`config.mk`:
```
export PLATFORM = sky130hd
export DESIGN_NAME = energy_pulse_gen
export DESIGN_NICKNAME = d
export VERILOG_FILES = /design/src/rtl/epg_pkg.sv /design/src/rtl/epg_load_ctrl.sv /design/src/rtl/epg_rate_scaler.sv /design/src/rtl/epg_phase_acc.sv /design/src/rtl/epg_pulse_shaper.sv /design/src/rtl/energy_pulse_gen.sv
export SDC_FILE = /design/constraint.sdc
export NUM_CORES = 2
export LEC_CHECK = 0
export BUFFER_PORTS_ARGS = -buffer_cell sky130_fd_sc_hd__buf_2
export CORE_MARGIN = 5
export CORE_UTILIZATION = 48
export CTS_CLUSTER_DIAMETER = 60
export DETAILED_ROUTE_END_ITERATION = 10
export HOLD_SLACK_MARGIN = 0.05
export SLEW_MARGIN = 5
export SYNTH_ARGS = -nofsm -noshare
export SYNTH_HDL_FRONTEND = slang
export SYNTH_SLANG_ARGS = --single-unit
```
`constraint.sdc`:
```
create_clock -name clk_i -period 15.27 [get_ports clk_i]
set_clock_uncertainty 0.1 [all_clocks]
set_input_delay 3.054 -clock clk_i [delete_from_list [all_inputs] [get_ports clk_i]]
set_output_delay 3.054 -clock clk_i [all_outputs]
set_load 0.1 [all_outputs]
```
`src/rtl/epg_pkg.sv`:
```
package epg_pkg;
  typedef enum logic [1:0] {
    SPD_SHL2 = 2'b00,
    SPD_SHL6 = 2'b01,
    SPD_SHR4 = 2'b10,
    SPD_UNIT = 2'b11
  } speed_e;
endpackage

```
`src/rtl/epg_load_ctrl.sv`:
```
module epg_load_ctrl #(
  parameter int VAL_W = 32
) (
  input  logic             clk_i,
  input  logic             rst_ni,
  input  logic             intv_start_i,
  input  logic [VAL_W-1:0] val_i,
  input  logic             val_we_i,
  input  logic             err_mask_i,
  output logic [VAL_W-1:0] act_o,
  output logic             err_o
);
  logic [VAL_W-1:0] pend_q, act_q;
  logic             seen_q, err_q;

  always_ff @(posedge clk_i or negedge rst_ni) begin
    if (!rst_ni) begin
      pend_q <= '0;
      act_q  <= '0;
      seen_q <= 1'b0;
      err_q  <= 1'b0;
    end else begin
      if (val_we_i) pend_q <= val_i;
      if (intv_start_i) begin
        act_q  <= pend_q;
        err_q  <= err_mask_i & ~seen_q;
        seen_q <= val_we_i;
      end else if (val_we_i) begin
        seen_q <= 1'b1;
      end
    end
  end

  assign act_o = act_q;
  assign err_o = err_q;

  assert_err_hold_R7: assert property (@(posedge clk_i) disable iff (!rst_ni)
    !intv_start_i |=> $stable(err_q));
  assert_act_hold_R4: assert property (@(posedge clk_i) disable iff (!rst_ni)
    !intv_start_i |=> $stable(act_q));
endmodule

```
`src/rtl/epg_rate_scaler.sv`:
```
module epg_rate_scaler #(
  parameter int VAL_W  = 32,
  parameter int RATE_W = 16,
  parameter int INC_W  = VAL_W + RATE_W + 7
) (
  input  logic [VAL_W-1:0]  val_i,
  input  logic              sgn_i,
  input  logic [RATE_W-1:0] rate_i,
  input  logic [1:0]        spd_i,
  output logic [INC_W-1:0]  inc_o
);
  import epg_pkg::*;
  localparam int PROD_W = VAL_W + RATE_W;

  logic [VAL_W-1:0]  mag;
  logic [PROD_W-1:0] prod;
  logic [PROD_W:0]   base;
  speed_e            spd;

  assign spd  = speed_e'(spd_i);
  assign mag  = (sgn_i && val_i[VAL_W-1]) ? '0 : val_i;
  assign prod = PROD_W'(mag) * PROD_W'(rate_i);
  // x1.5 before the power-of-two shift
  assign base = {1'b0, prod} + {2'b00, prod[PROD_W-1:1]};

  always_comb begin
    unique case (spd)
      SPD_SHL2: inc_o = INC_W'(base) << 2;
      SPD_SHL6: inc_o = INC_W'(base) << 6;
      SPD_SHR4: inc_o = INC_W'(base >> 4);
      default:  inc_o = INC_W'(base);
    endcase
  end
endmodule

```
`src/rtl/epg_phase_acc.sv`:
```
module epg_phase_acc #(
  parameter int ACC_W = 48,
  parameter int INC_W = 55,
  parameter int GAP_W = 16
) (
  input  logic             clk_i,
  input  logic             rst_ni,
  input  logic             tick_i,
  input  logic [INC_W-1:0] inc_i,
  output logic             req_o,
  output logic [GAP_W-1:0] gap_o
);
  localparam int SUM_W = INC_W + 1;
  localparam logic [GAP_W-1:0] GAP_MAX = '1;

  logic [ACC_W-1:0] acc_q;
  logic [GAP_W-1:0] gap_q, gap_nx;
  logic [SUM_W-1:0] sum;
  logic             carry;

  assign sum    = {{(SUM_W-ACC_W){1'b0}}, acc_q} + {1'b0, inc_i};
  assign carry  = |sum[SUM_W-1:ACC_W];
  assign gap_nx = (gap_q == GAP_MAX) ? GAP_MAX : gap_q + 1'b1;
  assign req_o  = tick_i & carry;
  assign gap_o  = gap_nx;

  always_ff @(posedge clk_i or negedge rst_ni) begin
    if (!rst_ni) begin
      acc_q <= '0;
      gap_q <= GAP_MAX;
    end else if (tick_i) begin
      acc_q <= sum[ACC_W-1:0];
      gap_q <= carry ? '0 : gap_nx;
    end
  end

  assert_frozen_R9: assert property (@(posedge clk_i) disable iff (!rst_ni)
    !tick_i |=> $stable(acc_q) && $stable(gap_q));
  assert_no_carry_grows_R2: assert property (@(posedge clk_i) disable iff (!rst_ni)
    (tick_i && !carry) |=> acc_q >= $past(acc_q));
endmodule

```
`src/rtl/epg_pulse_shaper.sv`:
```
module epg_pulse_shaper #(
  parameter int GAP_W = 16,
  parameter int WID_W = 8
) (
  input  logic             clk_i,
  input  logic             rst_ni,
  input  logic             tick_i,
  input  logic             req_i,
  input  logic [GAP_W-1:0] gap_i,
  input  logic [WID_W-1:0] width_i,
  input  logic             init_lvl_i,
  output logic             pulse_no
);
  localparam int LEN_W = GAP_W;

  logic [LEN_W-1:0] half, lo, cap, len;
  logic [LEN_W-1:0] low_cnt_q, q_len_q;
  logic             q_vld_q, started_q, busy, start;

  assign half = gap_i >> 1;
  assign lo   = (half == '0) ? LEN_W'(1) : half;
  assign cap  = LEN_W'({width_i, 1'b1});
  assign len  = (lo < cap) ? lo : cap;
  assign busy = (low_cnt_q != '0);
  assign start = tick_i && !busy && (q_vld_q || req_i);

  always_ff @(posedge clk_i or negedge rst_ni) begin
    if (!rst_ni) begin
      low_cnt_q <= '0;
      q_len_q   <= '0;
      q_vld_q   <= 1'b0;
      started_q <= 1'b0;
    end else if (tick_i) begin
      if (!busy) begin
        if (q_vld_q) begin
          low_cnt_q <= q_len_q;
          started_q <= 1'b1;
          q_vld_q   <= req_i;
          if (req_i) q_len_q <= len;
        end else if (req_i) begin
          low_cnt_q <= len;
          started_q <= 1'b1;
        end
      end else begin
        low_cnt_q <= low_cnt_q - 1'b1;
        if (req_i && !q_vld_q) begin
          q_vld_q <= 1'b1;
          q_len_q <= len;
        end
      end
    end
  end

  assign pulse_no = started_q ? !busy : init_lvl_i;

  assert_high_gap_R6: assert property (@(posedge clk_i) disable iff (!rst_ni)
    (tick_i && low_cnt_q == LEN_W'(1)) |=> !busy);
  assert_len_bound_R5: assert property (@(posedge clk_i) disable iff (!rst_ni)
    start |=> (low_cnt_q >= LEN_W'(1)) && (low_cnt_q <= LEN_W'({$past(width_i), 1'b1})));
  assert_idle_high_R8: assert property (@(posedge clk_i) disable iff (!rst_ni)
    (started_q && !busy) |-> pulse_no);
endmodule

```
`src/rtl/energy_pulse_gen.sv`:
```
module energy_pulse_gen #(
  parameter int VAL_W  = 32,
  parameter int RATE_W = 16,
  parameter int ACC_W  = 48,
  parameter int GAP_W  = 16,
  parameter int WID_W  = 8
) (
  input  logic              clk_i,
  input  logic              rst_ni,
  input  logic              tick_i,
  input  logic              intv_start_i,
  input  logic [VAL_W-1:0]  val_i,
  input  logic              val_we_i,
  input  logic              sgn_i,
  input  logic [RATE_W-1:0] rate_i,
  input  logic [1:0]        speed_i,
  input  logic [WID_W-1:0]  width_i,
  input  logic              init_lvl_i,
  input  logic              err_mask_i,
  output logic              pulse_no,
  output logic              miss_err_o
);
  localparam int INC_W = VAL_W + RATE_W + 7;

  logic [VAL_W-1:0] act;
  logic [INC_W-1:0] inc;
  logic             req;
  logic [GAP_W-1:0] gap;

  epg_load_ctrl #(.VAL_W(VAL_W)) u_load (
    .clk_i, .rst_ni, .intv_start_i, .val_i, .val_we_i, .err_mask_i,
    .act_o(act), .err_o(miss_err_o)
  );

  epg_rate_scaler #(.VAL_W(VAL_W), .RATE_W(RATE_W), .INC_W(INC_W)) u_scale (
    .val_i(act), .sgn_i, .rate_i, .spd_i(speed_i), .inc_o(inc)
  );

  epg_phase_acc #(.ACC_W(ACC_W), .INC_W(INC_W), .GAP_W(GAP_W)) u_acc (
    .clk_i, .rst_ni, .tick_i, .inc_i(inc), .req_o(req), .gap_o(gap)
  );

  epg_pulse_shaper #(.GAP_W(GAP_W), .WID_W(WID_W)) u_shape (
    .clk_i, .rst_ni, .tick_i, .req_i(req), .gap_i(gap), .width_i,
    .init_lvl_i, .pulse_no
  );
endmodule

```
==> flow_summary.ini <==
[routing]
initialDrtViolationCount = 1533
num_vias = 25300
drc = 0
drt-total-wl_mm = 81.0
viasPerCell = 5.38
routedWlPerCell_um = 17.2
ant_nets = 0
dr.pass1.iters = 8

[global_route]
grt_pass1_wl_mm = 135
globalRouteOverflowTotal = 0
first_global_vias = 26500
antenna_found_initial = 0
grt_max_degree = 75
grt_usage_pct = 24.2

[setup_path]
path_max_fanout = 8
slowest_delay_ns = 0.57
critPathKind = in -> reg
slowest_stage = fa_2
reg2reg_setup_slack_ns = 2.28
crit_required_ns = 15.54
cp_common_cell = fa_1
startpoint_type = primary input
cp.arrival_ns = 15.30
end_kind = flip-flop

[yosys]
synthCells = 3409
synth_area_mm2 = 0.0299
synthTopCellsByArea = fa_1, dfrtp_1, ha_1, inv_1, nand2_1
ys_seq_elements = 163
yosysTopAreaCell = fa_1
synth_area_per_cell_um2 = 8.77
async_reset_ff_share_pct = 100
ys_seq_area_share_pct = 13.7
yosysWarnings = 0
yosys.area.top_type_share_pct = 28.1
synth_cell_types = 96
synth_nets = 4122
synthFlopType = dfrtp_1
synth_edf_count = 0

[job]
maxCapViolations = 0

[hold_path]
hp-class = reg -> reg

[clock_tree]
cts_max_level = 4
cts_tree = yes
numCtsBuffers = 17
cts-root-buf = clkbuf_16
clkSinkCount = 163
clk_latency_ns = 0.48
clk_pin_slew_ns = 0.08
clockBufferDepth = 2
cts_hold_buf = 0

[finish]
n_antenna_cell = 0
drive_above_1_share_pct = 24.1
final-seq-area_mm2 = 0.00410
area.growth.synth_to_final_pct = 20.9
multi_input_area_mm2 = 0.0239
num-fill-cells = 5548
fin_nets = 4568

[sta]
drv_slew = 0
rsz0062_at_grt = true
holdWs_ns = 0.349
fmax_mhz = 66.5
fin_crit_sh_pct = 98.4
relSlewSlack_pct = 33.8
hold_viol = 0
finalSetupViolCount = 0
max_slew.worst_pin.slew_ns = 0.993
layout_min_cycle_time_ns = 15.03

[floorplanning]
ios = 68
fp.dieH_um = 260
start_util_pct = 48.4
die_area_mm2 = 0.0674
die_w_um = 260
rows = 91
core_mm2 = 0.0617

[placement]
dp_hpwl_mm = 66.8
port_buffers = 67
gp_congestion = 0.916

[status]
status = finished, final reports clean
## cell usage after synthesis (all sizes together) (10+ instances only)
cell     instances
inv            525
nand2          464
fa             420
ha             227
and3           184
a21oi          178
clkbuf         153
dfrtp          147
nor2           116
mux2           115
o21ai           96
a21o            90
xnor2           81
mux2i           68
and2            65
xor2            54
nand3           46
a31oi           27
nor3            26
nand4           23
o21bai          23
o21a            21
a211oi          18
buf             17
dfstp           16
or3             16
nand2b          15
nor2b           15
o2bb2ai         11
a21boi          10
nor4            10
o211ai          10
## layout by cell type, fill, tap and decap left out, types with 39 or more instances in the layout
| master | n |
|---|---|
| fa_1 | 416 |
| buf_4 | 507 |
| nor2_1 | 111 |
| nand3_1 | 44 |
| o21ai_0 | 74 |
| xnor2_1 | 68 |
| mux2i_1 | 64 |
| xor2_1 | 53 |
| nand2_1 | 456 |
| and2_1 | 39 |
| mux2_2 | 105 |
| buf_2 | 65 |
| and3_1 | 180 |
| ha_1 | 219 |
| a21o_1 | 90 |
| a21oi_1 | 159 |
| inv_1 | 519 |
| dfrtp_1 | 147 |
## sequential cells by signal (all words and copies together) (netlist names)
signal	flops
u_acc.gap_q	16
u_shape.q_len_q	15
u_shape.started_q	1
u_acc.acc_q	48
u_shape.low_cnt_q	16
u_load.pend_q	32
u_load.seen_q	1
u_shape.q_vld_q	1
u_load.err_o	1
u_load.act_o	32
## metrics by stage
stage | cells | instance area (um2) | TNS, ns | worst slack, ns | utilization (%)
final | 4705 | 36100 | 0 | 0.239 | 58.6
after global routing | 4705 | 36100 | -5.08 | -0.263 | 58.6
after CTS | 4675 | 35200 | 0 | 0.00125 | 57.1
after detailed placement | 4641 | 34500 | -24.99 | -0.696 | 55.9
after global placement | 4641 | 34500 | -11.02 | -0.393 | 55.9
after floorplan | 3409 | 29900 | 0 | 0.000107 | -
## repair_timing
item,CTS,global route
setup buffers,2,27
setup endpoints to repair,35,45
cloned,0,4
hold endpoints to repair,0,0
pin swaps,12,95
gates resized for setup,14,172
## layout make-up
cell class,instances,area share [%]
Clock buffer,17,1.18
Clock inverter,15,0.512
Inverter,525,5.45
Multi-Input combinational cell,2553,66.1
Sequential cell,163,11.3
Tap cell,837,2.90
Timing Repair Buffer,595,12.5
## critical path, delay by kind of cell
kind / cells / cell delay, ns
mux: 2 / 0.85
buf+inv: 12 / 1.06
simple gates: 12 / 2.06
fa+ha+maj: 9 / 4.03
xor+xnor: 2 / 0.27
compound gates: 26 / 3.93
## metal layers
metal	GRT usage (%)	wire, um
met1	33.7	36600
met2	41.4	39600
met3	2.89	3480
met4	4.33	1220
met5	0	0
## path summary, 6_finish.rpt
check	startpoint	to	cells past startpoint
setup / recovery	sgn_i	u_shape.low_cnt_q[1]	63
hold / removal	u_load.seen_q	u_load.err_o	1
setup reg to reg	u_load.act_o[31]	u_shape.low_cnt_q[1]	59
hold reg to reg	u_load.seen_q	u_load.err_o	1
max in group asynchronous	rst_ni	u_shape.q_len_q[10]	2
min in group asynchronous	rst_ni	u_load.pend_q[3]	1
## cells by family (layout without fill, tap and decap cells)
group	count (synthesis)	count (layout)	synth area share [%]
AOI/OAI and AO/OA	569	569	12.6
DFF	163	163	13.7
buffers and inverters	695	1152	8.77
muxes	186	186	6.89
and+or+nand+nor	1014	1016	16.3
xor gates and xnor gates	135	135	4.03
adders and majority gates	647	647	37.6
Power is not shown: default switching activity piles up to over one toggle a cycle in this logic, so the estimate is an artifact.
